===== src/rtl/fdq_pkg.sv =====
// Shared constants and types of the packed-quad fetch-decoder.
// Assumes 4-bit fields, four fields per instruction, four slots per quad.
package fdq_pkg;
    localparam int FIELD_W = 4;
    localparam int INS_W   = 4 * FIELD_W;
    localparam int SLOTS   = 4;
    localparam int QUAD_W  = INS_W * SLOTS;
    localparam int SLOT_W  = $clog2(SLOTS);
    localparam int TABLE_N = 1 << FIELD_W;
    localparam int LEVELS  = 3;
    localparam int NUM_OPS = LEVELS * TABLE_N;
    localparam int ID_W    = 2 + FIELD_W;

    // primary opcodes the decoder treats specially
    localparam logic [FIELD_W-1:0] OPC_NOP    = 4'd0;
    localparam logic [FIELD_W-1:0] OPC_ESC2   = 4'd5;
    localparam logic [FIELD_W-1:0] OPC_JREL   = 4'd6;
    localparam logic [FIELD_W-1:0] OPC_SKIPZ  = 4'd7;
    localparam logic [FIELD_W-1:0] OPC_SKIPNZ = 4'd8;
    // escape inside the two-operand table, dynamic jump in the one-operand table
    localparam logic [FIELD_W-1:0] SUB2_ESC1  = 4'd15;
    localparam logic [FIELD_W-1:0] SUB1_JD    = 4'd0;

    // level prefixes of the operation identifier
    localparam logic [1:0] LVL_PRI = 2'd0;
    localparam logic [1:0] LVL_TWO = 2'd1;
    localparam logic [1:0] LVL_ONE = 2'd2;

    // relative jump offset encoding
    localparam logic [FIELD_W-1:0] JREL_SPLIT   = 4'd7;
    localparam logic [FIELD_W-1:0] JREL_BIAS_HI = 4'd7;
    localparam logic [FIELD_W-1:0] JREL_BIAS_LO = 4'd9;

    typedef enum logic {FS_WAIT, FS_HAVE} fetch_state_t;
endpackage


===== src/rtl/fdq_quad_buffer.sv =====
// Quad buffer and fetch control. Holds the PC and the current quad,
// requests a quad whenever the buffer is empty, and keeps the request
// level with a stable address until the memory answers.
// Assumes the memory answers each request exactly once.
module fdq_quad_buffer
    import fdq_pkg::*;
#(
    parameter int PC_W     = 16,
    parameter int RESET_PC = 0
) (
    input  logic              clk,
    input  logic              rst_n,
    input  logic [QUAD_W-1:0] mem_rdata,
    input  logic              mem_rvalid,
    input  logic              advance,
    input  logic              flush,
    input  logic [PC_W-1:0]   pc_next,
    output logic              mem_req,
    output logic [PC_W-SLOT_W-1:0] mem_addr,
    output logic              have,
    output logic [PC_W-1:0]   pc,
    output logic [QUAD_W-1:0] quad
);
    fetch_state_t state;
    logic         leave_quad;

    // the next PC lies outside the buffered quad
    assign leave_quad = pc_next[PC_W-1:SLOT_W] != pc[PC_W-1:SLOT_W];

    // fetch state, PC and quad storage
    always_ff @(posedge clk) begin
        if (!rst_n) begin
            state <= FS_WAIT;
            pc    <= PC_W'(RESET_PC);
            quad  <= '0;
        end else begin
            case (state)
                FS_WAIT: if (mem_rvalid) begin
                    quad  <= mem_rdata;
                    state <= FS_HAVE;
                end
                FS_HAVE: if (advance) begin
                    pc <= pc_next;
                    if (flush || leave_quad) state <= FS_WAIT;
                end
                default: state <= FS_WAIT;
            endcase
        end
    end

    assign mem_req  = (state == FS_WAIT);
    assign mem_addr = pc[PC_W-1:SLOT_W];
    assign have     = (state == FS_HAVE);
endmodule


===== src/rtl/fdq_decode.sv =====
// Instruction decoder. Splits a 16-bit word into its fields, walks the
// nested opcode tables to one operation bit, and detects illegal words.
// Pure combinational; assumes the word is valid when the caller says so.
module fdq_decode
    import fdq_pkg::*;
(
    input  logic [INS_W-1:0]   word,
    output logic [FIELD_W-1:0] f_opc,
    output logic [FIELD_W-1:0] f_a0,
    output logic [FIELD_W-1:0] f_a1,
    output logic [FIELD_W-1:0] f_a2,
    output logic [NUM_OPS-1:0] op_hot,
    output logic               bad,
    output logic               is_jrel,
    output logic               is_skipz,
    output logic               is_skipnz,
    output logic               is_jd
);
    logic [ID_W-1:0] op_id;

    // field extraction, opcode in the low nibble
    assign f_opc = word[0*FIELD_W +: FIELD_W];
    assign f_a0  = word[1*FIELD_W +: FIELD_W];
    assign f_a1  = word[2*FIELD_W +: FIELD_W];
    assign f_a2  = word[3*FIELD_W +: FIELD_W];

    // table walk and illegal-word detection
    always_comb begin
        bad   = 1'b0;
        op_id = {LVL_PRI, f_opc};
        if (word == '0) begin
            bad = 1'b1;
        end else if ((f_opc == OPC_SKIPZ || f_opc == OPC_SKIPNZ) &&
                     (f_a0 != '0 || f_a1 != '0)) begin
            bad = 1'b1;
        end else if (f_opc == OPC_ESC2) begin
            if (f_a2 == SUB2_ESC1) op_id = {LVL_ONE, f_a1};
            else                   op_id = {LVL_TWO, f_a2};
        end
    end

    // one-hot expansion of the identifier
    always_comb begin
        op_hot = '0;
        if (!bad) op_hot = {{(NUM_OPS-1){1'b0}}, 1'b1} << op_id;
    end

    assign is_jrel   = !bad && op_id == {LVL_PRI, OPC_JREL};
    assign is_skipz  = !bad && op_id == {LVL_PRI, OPC_SKIPZ};
    assign is_skipnz = !bad && op_id == {LVL_PRI, OPC_SKIPNZ};
    assign is_jd     = !bad && op_id == {LVL_ONE, SUB1_JD};
endmodule


===== src/rtl/fdq_next_pc.sv =====
// Next-PC arithmetic: fall-through, conditional skip, zero-free relative
// jump and dynamic jump. Offsets count instructions from the following one.
module fdq_next_pc
    import fdq_pkg::*;
#(
    parameter int PC_W = 16
) (
    input  logic [PC_W-1:0]    pc,
    input  logic [FIELD_W-1:0] k,
    input  logic               is_jrel,
    input  logic               is_skipz,
    input  logic               is_skipnz,
    input  logic               is_jd,
    input  logic               src_zero,
    input  logic [PC_W-1:0]    dyn_target,
    output logic [PC_W-1:0]    pc_next
);
    logic [PC_W-1:0] seq;
    logic [PC_W-1:0] jrel_tgt;

    assign seq = pc + PC_W'(1);

    // relative target: positive branch above the split, negative otherwise
    always_comb begin
        if (k > JREL_SPLIT) jrel_tgt = seq + PC_W'(k) - PC_W'(JREL_BIAS_HI);
        else                jrel_tgt = seq + PC_W'(k) - PC_W'(JREL_BIAS_LO);
    end

    // select the flow change of the current instruction
    always_comb begin
        if (is_jd)                         pc_next = dyn_target;
        else if (is_jrel)                  pc_next = jrel_tgt;
        else if ((is_skipz && src_zero) ||
                 (is_skipnz && !src_zero)) pc_next = seq + PC_W'(1);
        else                               pc_next = seq;
    end
endmodule


===== src/rtl/quad_fetch_decoder.sv =====
// Top of the packed-quad fetch-decoder. Buffers one quad, selects the
// slot addressed by the PC, decodes it and offers the next PC. A step is
// honoured only for a legal presented instruction; an illegal word or a
// marked quad traps the block until reset.
module quad_fetch_decoder
    import fdq_pkg::*;
#(
    parameter int PC_W     = 16,
    parameter int RESET_PC = 0
) (
    input  logic                      clk,
    input  logic                      rst_n,
    output logic                      mem_req,
    output logic [PC_W-SLOT_W-1:0]    mem_addr,
    input  logic [QUAD_W-1:0]         mem_rdata,
    input  logic                      mem_rvalid,
    input  logic                      step,
    input  logic                      src_zero,
    input  logic [PC_W-1:0]           dyn_target,
    output logic                      ins_valid,
    output logic [PC_W-1:0]           pc_cur,
    output logic [FIELD_W-1:0]        opcode,
    output logic [FIELD_W-1:0]        opnd0,
    output logic [FIELD_W-1:0]        opnd1,
    output logic [FIELD_W-1:0]        opnd2,
    output logic [2*FIELD_W-1:0]      imm8,
    output logic [NUM_OPS-1:0]        op_onehot,
    output logic                      illegal_ins,
    output logic                      illegal_quad,
    output logic [PC_W-1:0]           pc_next
);
    logic              have, advance;
    logic [QUAD_W-1:0] quad;
    logic [INS_W-1:0]  lanes [SLOTS];
    logic [INS_W-1:0]  word;
    logic [NUM_OPS-1:0] hot;
    logic              bad, is_jrel, is_skipz, is_skipnz, is_jd;

    fdq_quad_buffer #(.PC_W(PC_W), .RESET_PC(RESET_PC)) u_buf (
        .clk(clk), .rst_n(rst_n),
        .mem_rdata(mem_rdata), .mem_rvalid(mem_rvalid),
        .advance(advance), .flush(is_jd), .pc_next(pc_next),
        .mem_req(mem_req), .mem_addr(mem_addr),
        .have(have), .pc(pc_cur), .quad(quad)
    );

    // slot lanes of the little-endian quad
    for (genvar s = 0; s < SLOTS; s++) begin : g_lane
        assign lanes[s] = quad[s*INS_W +: INS_W];
    end
    assign word = lanes[pc_cur[SLOT_W-1:0]];

    fdq_decode u_dec (
        .word(word), .f_opc(opcode), .f_a0(opnd0), .f_a1(opnd1), .f_a2(opnd2),
        .op_hot(hot), .bad(bad), .is_jrel(is_jrel), .is_skipz(is_skipz),
        .is_skipnz(is_skipnz), .is_jd(is_jd)
    );

    fdq_next_pc #(.PC_W(PC_W)) u_npc (
        .pc(pc_cur), .k(opnd2), .is_jrel(is_jrel), .is_skipz(is_skipz),
        .is_skipnz(is_skipnz), .is_jd(is_jd), .src_zero(src_zero),
        .dyn_target(dyn_target), .pc_next(pc_next)
    );

    assign imm8         = {opnd1, opnd2};
    assign illegal_quad = have && quad[0];
    assign ins_valid    = have && !quad[0];
    assign illegal_ins  = ins_valid && bad;
    assign op_onehot    = ins_valid ? hot : '0;
    assign advance      = step && ins_valid && !bad;
endmodule


===== config.mk =====
export PLATFORM = sky130hd
export DESIGN_NAME = quad_fetch_decoder
export DESIGN_NICKNAME = d
export VERILOG_FILES = /design/src/rtl/fdq_pkg.sv /design/src/rtl/fdq_quad_buffer.sv /design/src/rtl/fdq_decode.sv /design/src/rtl/fdq_next_pc.sv /design/src/rtl/quad_fetch_decoder.sv
export SDC_FILE = /design/constraint.sdc
export NUM_CORES = 1
export LEC_CHECK = 0
export CAP_MARGIN = 5
export CORE_MARGIN = 4
export CORE_UTILIZATION = 48
export CTS_BUF_LIST = sky130_fd_sc_hd__clkbuf_4
export DETAILED_ROUTE_END_ITERATION = 7
export PLACE_DENSITY = 0.83
export SETUP_SLACK_MARGIN = 0.15
export SLEW_MARGIN = 20
export SYNTH_ARGS = -nofsm -noshare
export SYNTH_HDL_FRONTEND = slang
export SYNTH_SLANG_ARGS = --single-unit
export TNS_END_PERCENT = 50

===== constraint.sdc =====
create_clock -name clk -period 6.4 [get_ports clk]
set_input_delay 1.28 -clock clk [delete_from_list [all_inputs] [get_ports clk]]
set_output_delay 1.28 -clock clk [all_outputs]
set_load 0.005 [all_outputs]

==> impl_metrics.json, run 1 <==
{
  "clockBufferDepth": 2,
  "avgRoutedWirePerCell_um": 18.1,
  "period_needed_ns": 6.21,
  "fin_util": 0.676,
  "clk_latency_ns": 0.43,
  "synth_cell_type_count": 76,
  "power_w": 0.00183,
  "rows": 41,
  "drv_cap": 0,
  "synthTopCellsByArea": "dfxtp_1, nand2_1, mux4_2, xnor2_1, a21oi_1",
  "layout_common_cells": "clkdlybuf4s50_1, nand2_1, nor2_1, dfxtp_1, a21oi_1",
  "start_util": 0.493,
  "cp_cell_sequence": "mux4_2 > ha_4 > and3_4 > nand3_1 > and3_4 > or3_1 > a221o_1 > buf_4 > or3_4 > o41a_1 > a221oi_2 > xnor2_1 > a21oi_1 > dlygate4sd2_1",
  "crit_required_ns": 5.12,
  "dpl.hpwl_um": 16300,
  "worstSetupStartpointType": "flop",
  "fmax_mhz": 161,
  "p_per_area_mw_per_mm2": 213,
  "cts.reportedPaths.clkPinSlew_ns": 0.12,
  "hp-class": "reg -> reg",
  "setup_viol": 0,
  "core_mm2": 0.0127,
  "grt_pass1_vias": 6126,
  "ys.flop_type": "dfxtp_1",
  "grt.overflow.total": 0,
  "synth_cells": 842,
  "cts-root-buf": "clkbuf_4",
  "synth_area_mm2": 0.00625,
  "synth_top_area_frac": 0.260,
  "crit_arrival_ns": 4.93,
  "synth_warnings": 0,
  "timing.critical_path.mode_cell": "and3_4",
  "place.gp.congestion": 0.999,
  "crit_type": "reg -> out",
  "synth_top_area_cell": "dfxtp_1",
  "viasPerCell": 5.68,
  "critPathMaxFanout": 7,
  "die_area_mm2": 0.0149,
  "grt_max_degree": 65,
  "dp.cells": 1159,
  "tightestPinTransition_ns": 0.894,
  "track_usage": 0.276,
  "endpoint_kind": "output pin",
  "vias": 6745,
  "pin_count": 207,
  "synth_edf_count": 0,
  "hold_buffers": 0,
  "grt_pass1_wl_um": 32700,
  "mostFrequentLayoutCell": "clkdlybuf4s50_1",
  "async_flop_share": 0,
  "portBuffers": 204,
  "skew_ns": 0.0180,
  "cts_tree": "yes",
  "routed_wl_um": 21500,
  "drive_above_1_share": 0.107,
  "die_h_um": 122,
  "status": "finished, final reports clean",
  "peakVddDrop_v": 0.000162,
  "max_stage_delay_ns": 0.57,
  "ys_ff_latch": 81,
  "avgSynthCellArea_um2": 7.42,
  "tns_ns": 0,
  "rsz0062_at_grt": "true",
  "cp_slowest_cell": "mux4_2",
  "power.leakage_nw": 3.06,
  "ant_nets": 0,
  "crit_family": "simple AND/OR/NAND/NOR gates",
  "drtIter0Drc": 653,
  "htree_levels": 3,
  "drc_errors": 0,
  "yosysSeqAreaShare": 0.260,
  "stdcell_count": 1187,
  "area_delta_synth_final_pct": 37.2,
  "cts_sinks": 81,
  "die_w_um": 122,
  "firstDrtPassIters": 5,
  "hold_viol_final": 0,
  "slew_viol_final": 0,
  "antenna_found_initial": 1,
  "relSlewSlack": 0.404,
  "nNetsFinal": 1108,
  "worst-path-buf-inv": 2,
  "cts_buffers": 9,
  "post-route-period-util": 0.970
}
[logic make-up (layout without fill, tap and decap cells)]
logic type               count (synthesis)  after routing  synth area share
AND/OR/NAND/NOR                        402            402             0.302
other                                    1              3          0.000600
multiplexers                            25             25            0.0745
flip-flops                              81             81             0.260
buffers and inverters                   97            268            0.0789
adder cells (fa/ha/maj)                 13             13            0.0284
XOR/XNOR                                55             55            0.0795
AO/OA/AOI/OAI                          168            168             0.177
[worst register-to-register path, cell delays in order, from the launching register on]
cell and delay [ns]:
dfxtp_4 0.43, mux4_2 0.57, ha_4 0.32, and3_4 0.20
nand3_1 0.13, and3_4 0.22, or3_1 0.38, a221o_1 0.42
buf_4 0.15, or3_4 0.39, o41a_1 0.45, a221oi_2 0.28
xnor2_1 0.14, buf_4 0.15, a211o_1 0.31, a21oi_2 0.13
[Yosys cell counts (6+ instances only)]
| master | instances |
|---|---|
| inv_1 | 18 |
| mux4_2 | 17 |
| dfxtp_1 | 81 |
| and3_1 | 7 |
| nand2b_1 | 6 |
| nor2_1 | 84 |
| a21o_1 | 7 |
| ha_1 | 11 |
| xnor2_1 | 41 |
| buf_4 | 25 |
| a21boi_0 | 17 |
| o21ai_0 | 14 |
| nor3_1 | 19 |
| xor2_1 | 12 |
| a31oi_1 | 7 |
| or3_1 | 12 |
| nand3_1 | 17 |
| mux2i_1 | 6 |
| and2_1 | 6 |
| nand2_1 | 195 |
| nor2b_1 | 6 |
| clkbuf_1 | 36 |
| nor4_1 | 11 |
| buf_2 | 10 |
| a21oi_1 | 71 |
[what timing repair did]
| item | 4_1_cts | 5_1_grt |
|---|---|---|
| setup endpoints to repair | 7 | 12 |
| buffers inserted | 6 | 6 |
| resized for setup | 12 | 18 |
| pin swaps | 4 | 4 |
[path summary, 6_finish.rpt]
check / from / to / slack [ns] / depth (start not counted)
worst max-delay path: u_buf.pc[0] / pc_next[15] / 0.19 / 14
worst min-delay path: u_buf.quad[3] / u_buf.quad[3] / 0.46 / 2
worst max register to register: u_buf.pc[0] / u_buf.pc[15] / 1.64 / 15
worst min register to register: u_buf.quad[3] / u_buf.quad[3] / 0.46 / 2
[area by class of cell]
cell class / count / area, um^2
well taps: 172 / 215
repair buffers: 234 / 2280
inverters: 19 / 72.6
flip-flops and latches: 81 / 1630
clock inverters: 5 / 23.8
diodes: 1 / 2.50
fillers: 1115 / 4100
clock buffers: 10 / 75.1
multi-input cells: 665 / 4270
[sequential cells by signal, indices dropped and copies added (netlist names)]
name,count
u_buf.quad,64
u_buf.pc,16
u_buf.have,1
[per-layer routing]
layer / track usage / wire length [um] / vias up
li1: - / - / 3235
met1: 0.378 / 8940 / 3158
met2: 0.451 / 10300 / 309
met3: 0.0409 / 1730 / 43
met4: 0.0868 / 531 / 0
met5: 0 / 0 / -
[power by group]
group          switching (W)  leakage (nW)  internal (W)
Clock               0.000164        0.0632     0.0000785
Sequential         0.0000425         0.662      0.000559
Combinational       0.000526          2.34      0.000459
Total               0.000732          3.06       0.00110
[metrics by stage]
stage               hold slack [ns]  instance area, um^2  setup WS [ns]
floorplan                     0.433                 6250          0.735
global placement              0.441                 8230          0.310
detailed placement            0.447                 8230          0.269
CTS                           0.462                 8430          0.150
global route                  0.478                 8570         0.0392
finish                        0.460                 8570          0.190
(Power assumes the default switching activity.)
==> run 2, diff against run 1 <==
--- a/config.mk
+++ b/config.mk
@@ -10,6 +10,7 @@
 export CORE_UTILIZATION = 48
 export CTS_BUF_LIST = sky130_fd_sc_hd__clkbuf_4
 export DETAILED_ROUTE_END_ITERATION = 7
+export MAX_ROUTING_LAYER = met4
 export PLACE_DENSITY = 0.83
 export SETUP_SLACK_MARGIN = 0.15
 export SLEW_MARGIN = 20
==> impl_metrics.json, run 2 (same netlist as run 1, synthesis figures left out) <==
{
  "drc_errors": 0,
  "vias": 6710,
  "fmax_mhz": 163,
  "track_usage": 0.284,
  "post-route-period-util": 0.959,
  "critPathMaxFanout": 7,
  "p_per_area_mw_per_mm2": 210,
  "crit_arrival_ns": 4.85,
  "cts_buffers": 9,
  "grt_pass1_wl_um": 33100,
  "start_util": 0.493,
  "place.gp.congestion": 1.00,
  "crit_required_ns": 5.12,
  "die_w_um": 122,
  "routed_wl_um": 21000,
  "dpl.hpwl_um": 16100,
  "ant_nets": 0,
  "pin_count": 207,
  "hold_viol_final": 0,
  "nFillCells": 1080,
  "largest_register": "u_buf.quad",
  "antenna_found_initial": 1,
  "layout_common_cells": "clkdlybuf4s50_1, nand2_1, nor2_1, dfxtp_1, a21oi_1",
  "tns_ns": 0,
  "rows": 41,
  "grt_max_degree": 65,
  "drtIter0Drc": 699,
  "crit_type": "reg -> out",
  "status": "finished, final reports clean",
  "cts-root-buf": "clkbuf_4",
  "hp-class": "reg -> reg",
  "area_delta_synth_final_pct": 36.0,
  "slew_viol_final": 0,
  "largest_reg_flops": 64,
  "relSlewSlack": 0.507,
  "fin_ws_ns": 0.265,
  "pre_cts_ws_ns": 0.193,
  "rr_worst_depth": 17,
  "grt.overflow.total": 0,
  "skew_ns": 0.0170,
  "mostFrequentLayoutCell": "clkdlybuf4s50_1",
  "nNetsFinal": 1102,
  "cts_sinks": 81,
  "rsz0062_at_grt": "true",
  "drive_above_1_share": 0.0944,
  "power.leakage_nw": 3.04,
  "avgRoutedWirePerCell_um": 17.8,
  "clk_latency_ns": 0.41,
  "peakVddDrop_v": 0.000161,
  "firstDrtPassIters": 5,
  "setup_viol": 0,
  "die_area_mm2": 0.0149,
  "cts_tree": "yes",
  "die_h_um": 122,
  "fin_util": 0.671,
  "cts.reportedPaths.clkPinSlew_ns": 0.11,
  "hold_ws_ns": 0.461,
  "worstSetupStartpointType": "flop",
  "endpoint_kind": "output pin",
  "drv_cap": 0,
  "core_mm2": 0.0127,
  "viasPerCell": 5.69,
  "clockBufferDepth": 2,
  "period_needed_ns": 6.13,
  "htree_levels": 3,
  "grt_pass1_vias": 6314,
  "tightestPinTransition_ns": 0.719,
  "portBuffers": 204,
  "hold_depth": 2
}
==> run 2: path summary, 6_finish.rpt <==
check,from,endpoint,slack (ns)
setup / recovery,u_buf.pc[0],pc_next[12],0.27
hold reg to reg,u_buf.quad[16],u_buf.quad[16],0.46
setup reg to reg,u_buf.pc[0],u_buf.pc[15],1.74
hold / removal,u_buf.quad[16],u_buf.quad[16],0.46
==> run 2: repair_timing <==
item	CTS	global route
buffers inserted	5	2
pin swaps	4	3
hold buffers	0	0
gates resized for setup	13	13
setup endpoints to repair	8	6
==> run 2: routing by layer <==
metal	part of all wire	global-route usage
met5	0	-
met4	0.025	0.0847
met3	0.077	0.0371
met2	0.47	0.458
met1	0.42	0.375
==> run 2: final cells by class <==
type,count,area [um^2],area share
Multi-Input combinational cell,665,4260,0.501
Timing Repair Buffer,228,2240,0.263
Tap cell,172,215,0.0253
Inverter,19,71.3,0.00839
Sequential cell,81,1630,0.192
Clock inverter,3,11.3,0.00132
Clock buffer,10,75.1,0.00883
Antenna cell,1,2.50,0.000294
==> run 2: through the flow <==
step	area [um^2]	power (W)	cells
finish	8500	0.00178	1179
global route	8500	0.00190	1179
CTS	8410	0.00176	1176
detailed placement	8230	0.00151	1158
global placement	8230	0.00151	1158
floorplan	6250	0.00120	843
==> run 2: critical path: stages (launching register included) <==
cell and delay (ns):
dfxtp_4 0.43, mux4_2 0.57, ha_4 0.34, and3_4 0.22, nand3_1 0.12, and3_4 0.21, or3_1 0.39, a221o_1 0.41
or4_4 0.58, nor3_4 0.24, xnor2_1 0.13, a211oi_2 0.28, clkdlybuf4s50_1 0.54
==> run 2: power by group <==
part	switching [W]	total, W	internal (W)
sequential	0.0000435	0.000603	0.000559
clock	0.000152	0.000227	0.0000746
combinational	0.000507	0.000954	0.000447
==> run 3, diff against run 2 <==
--- a/config.mk
+++ b/config.mk
@@ -7,12 +7,13 @@
 export LEC_CHECK = 0
 export CAP_MARGIN = 5
 export CORE_MARGIN = 4
-export CORE_UTILIZATION = 48
+export CORE_UTILIZATION = 43
 export CTS_BUF_LIST = sky130_fd_sc_hd__clkbuf_4
 export DETAILED_ROUTE_END_ITERATION = 7
 export MAX_ROUTING_LAYER = met4
-export PLACE_DENSITY = 0.83
+export PLACE_DENSITY = 0.79
 export SETUP_SLACK_MARGIN = 0.15
+export SKIP_CTS_REPAIR_TIMING = 1
 export SLEW_MARGIN = 20
 export SYNTH_ARGS = -nofsm -noshare
 export SYNTH_HDL_FRONTEND = slang
==> constraint.sdc (replaced) <==
create_clock -name clk -period 5.5 [get_ports clk]
set_input_delay 1.1 -clock clk [delete_from_list [all_inputs] [get_ports clk]]
set_output_delay 1.1 -clock clk [all_outputs]
set_load 0.005 [all_outputs]
==> impl_metrics.json, run 3 (same netlist as run 1, synthesis figures left out) <==
{
  "skew_ns": 0.0329,
  "portBuffers": 204,
  "pin_count": 207,
  "clkPwrFrac": 0.131,
  "fmax_mhz": 177,
  "nFillCells": 1112,
  "start_util": 0.445,
  "post-route-period-util": 1.03,
  "grt_max_degree": 65,
  "firstDrtPassIters": 5,
  "routed_wl_um": 22700,
  "drtIter0Drc": 759,
  "worst-path-buf-inv": 3,
  "timing.critical_path.mode_cell": "xnor2_1",
  "status": "complete, but fails checks",
  "clockBufferDepth": 2,
  "violations": "setup timing",
  "p_comb_frac": 0.580,
  "dp.cells": 1221,
  "relSlewSlack": 0.420,
  "grt.overflow.total": 0,
  "worstSetupStartpointType": "flop",
  "rsz0062_at_grt": "true",
  "dpl.hpwl_um": 16600,
  "drive_above_1_share": 0.205,
  "die_area_mm2": 0.0165,
  "rows": 43,
  "ant_nets": 0,
  "die_w_um": 129,
  "antenna_cells": 0,
  "clk_latency_ns": 0.45,
  "avgRoutedWirePerCell_um": 18.0,
  "drc_errors": 0,
  "p_sw_w": 0.000970,
  "grt_pass1_wl_um": 33500,
  "endpoint_kind": "output pin",
  "slew_viol_final": 0,
  "p_per_area_mw_per_mm2": 255,
  "power.leakage_nw": 3.51,
  "peakVddDrop_v": 0.000178,
  "intPower_w": 0.00143,
  "track_usage": 0.257,
  "setup_viol": 2,
  "cp_slowest_cell": "mux4_2",
  "cts_sinks": 81,
  "vias": 7069,
  "stdcell_count": 1261,
  "pre_cts_ws_ns": -0.205,
  "hp-class": "reg -> reg",
  "place.gp.congestion": 0.979,
  "crit_type": "reg -> out",
  "tightestPinTransition_ns": 0.869,
  "drv_cap": 0,
  "tns_ns": -0.218,
  "cp_cell_sequence": "buf_8 > mux4_2 > buf_4 > xnor2_1 > a31oi_1 > xnor2_1 > ha_1 > a21oi_2 > nand2_1 > or3_4 > o41a_1 > a221oi_2 > xnor2_1 > a21oi_1 > buf_2",
  "nNetsFinal": 1174,
  "area_delta_synth_final_pct": 50.9,
  "largest_reg_flops": 64,
  "critPathMaxFanout": 13,
  "mostFrequentLayoutCell": "clkdlybuf4s50_1",
  "crit_arrival_ns": 4.54,
  "crit_required_ns": 4.40,
  "period_needed_ns": 5.64,
  "cts_tree": "yes",
  "antenna_found_initial": 0,
  "fin_ws_ns": -0.141,
  "cts_buffers": 9,
  "switching_share": 0.403,
  "core_mm2": 0.0140,
  "viasPerCell": 5.61,
  "cts-root-buf": "clkbuf_4",
  "crit_family": "compound AO/OA/AOI/OAI gates",
  "max_stage_delay_ns": 0.54,
  "grt_pass1_vias": 6396,
  "die_h_um": 129,
  "largest_register": "u_buf.quad",
  "htree_levels": 3,
  "seqPwrFrac": 0.290,
  "hold_viol_final": 0,
  "layout_common_cells": "clkdlybuf4s50_1, nand2_1, buf_4, nor2_1, dfxtp_1",
  "cts.reportedPaths.clkPinSlew_ns": 0.13
}
==> run 3: final timing paths <==
path / from / endpoint / slack, ns / depth (start not counted)
max: u_buf.pc[0] / pc_next[15] / -0.14 / 15
min: u_buf.quad[6] / u_buf.quad[6] / 0.46 / 2
max reg2reg: u_buf.pc[0] / u_buf.pc[15] / 0.89 / 17
min reg2reg: u_buf.quad[6] / u_buf.quad[6] / 0.46 / 2
==> run 3: layout make-up <==
type / instances / area [um^2] / share of cell area
Clock inverter: 6 / 43.8 / 0.00464
Inverter: 19 / 72.6 / 0.00770
Tap cell: 180 / 225 / 0.0239
Sequential cell: 81 / 1630 / 0.172
Timing Repair Buffer: 300 / 2770 / 0.294
Multi-Input combinational cell: 665 / 4620 / 0.490
Clock buffer: 10 / 75.1 / 0.00796
==> run 3: metal layers <==
layer  GRT usage  part of all wire
met2       0.407              0.49
met1       0.347              0.43
met3      0.0440             0.073
met4      0.0562             0.015
met5           -                 0
==> run 3: worst reg2reg max path, delay by kind of cell (launching register included) <==
| family | cells | cell delay [ns] |
|---|---|---|
| buffers and inverters | 4 | 0.63 |
| flip-flops | 1 | 0.42 |
| multiplexers | 1 | 0.54 |
| AND/OR/NAND/NOR | 2 | 0.52 |
| XOR/XNOR | 3 | 0.63 |
| AO/OA/AOI/OAI | 6 | 1.50 |
| adder cells (fa/ha/maj) | 1 | 0.33 |
==> run 3: power groups by stage <==
stage	Clock, W	Sequential, W	Combinational [W]
after CTS	0.000319	0.000693	0.00118
after global placement	0	0.000703	0.00116
after detailed placement	0	0.000707	0.00117
final	0.000314	0.000697	0.00139
after floorplan	0	0.000690	0.000712
after global routing	0.000344	0.000704	0.00149
==> run 3: through the flow <==
stage / total power, W / hold WS (ns) / instance area [um^2] / utilization
after floorplan: 0.00140 / 0.433 / 6280 / -
after global placement: 0.00186 / 0.440 / 8670 / 0.618
after detailed placement: 0.00188 / 0.445 / 8670 / 0.618
after CTS: 0.00219 / 0.464 / 8790 / 0.626
after global routing: 0.00254 / 0.476 / 9430 / 0.671
final: 0.00241 / 0.462 / 9430 / 0.671
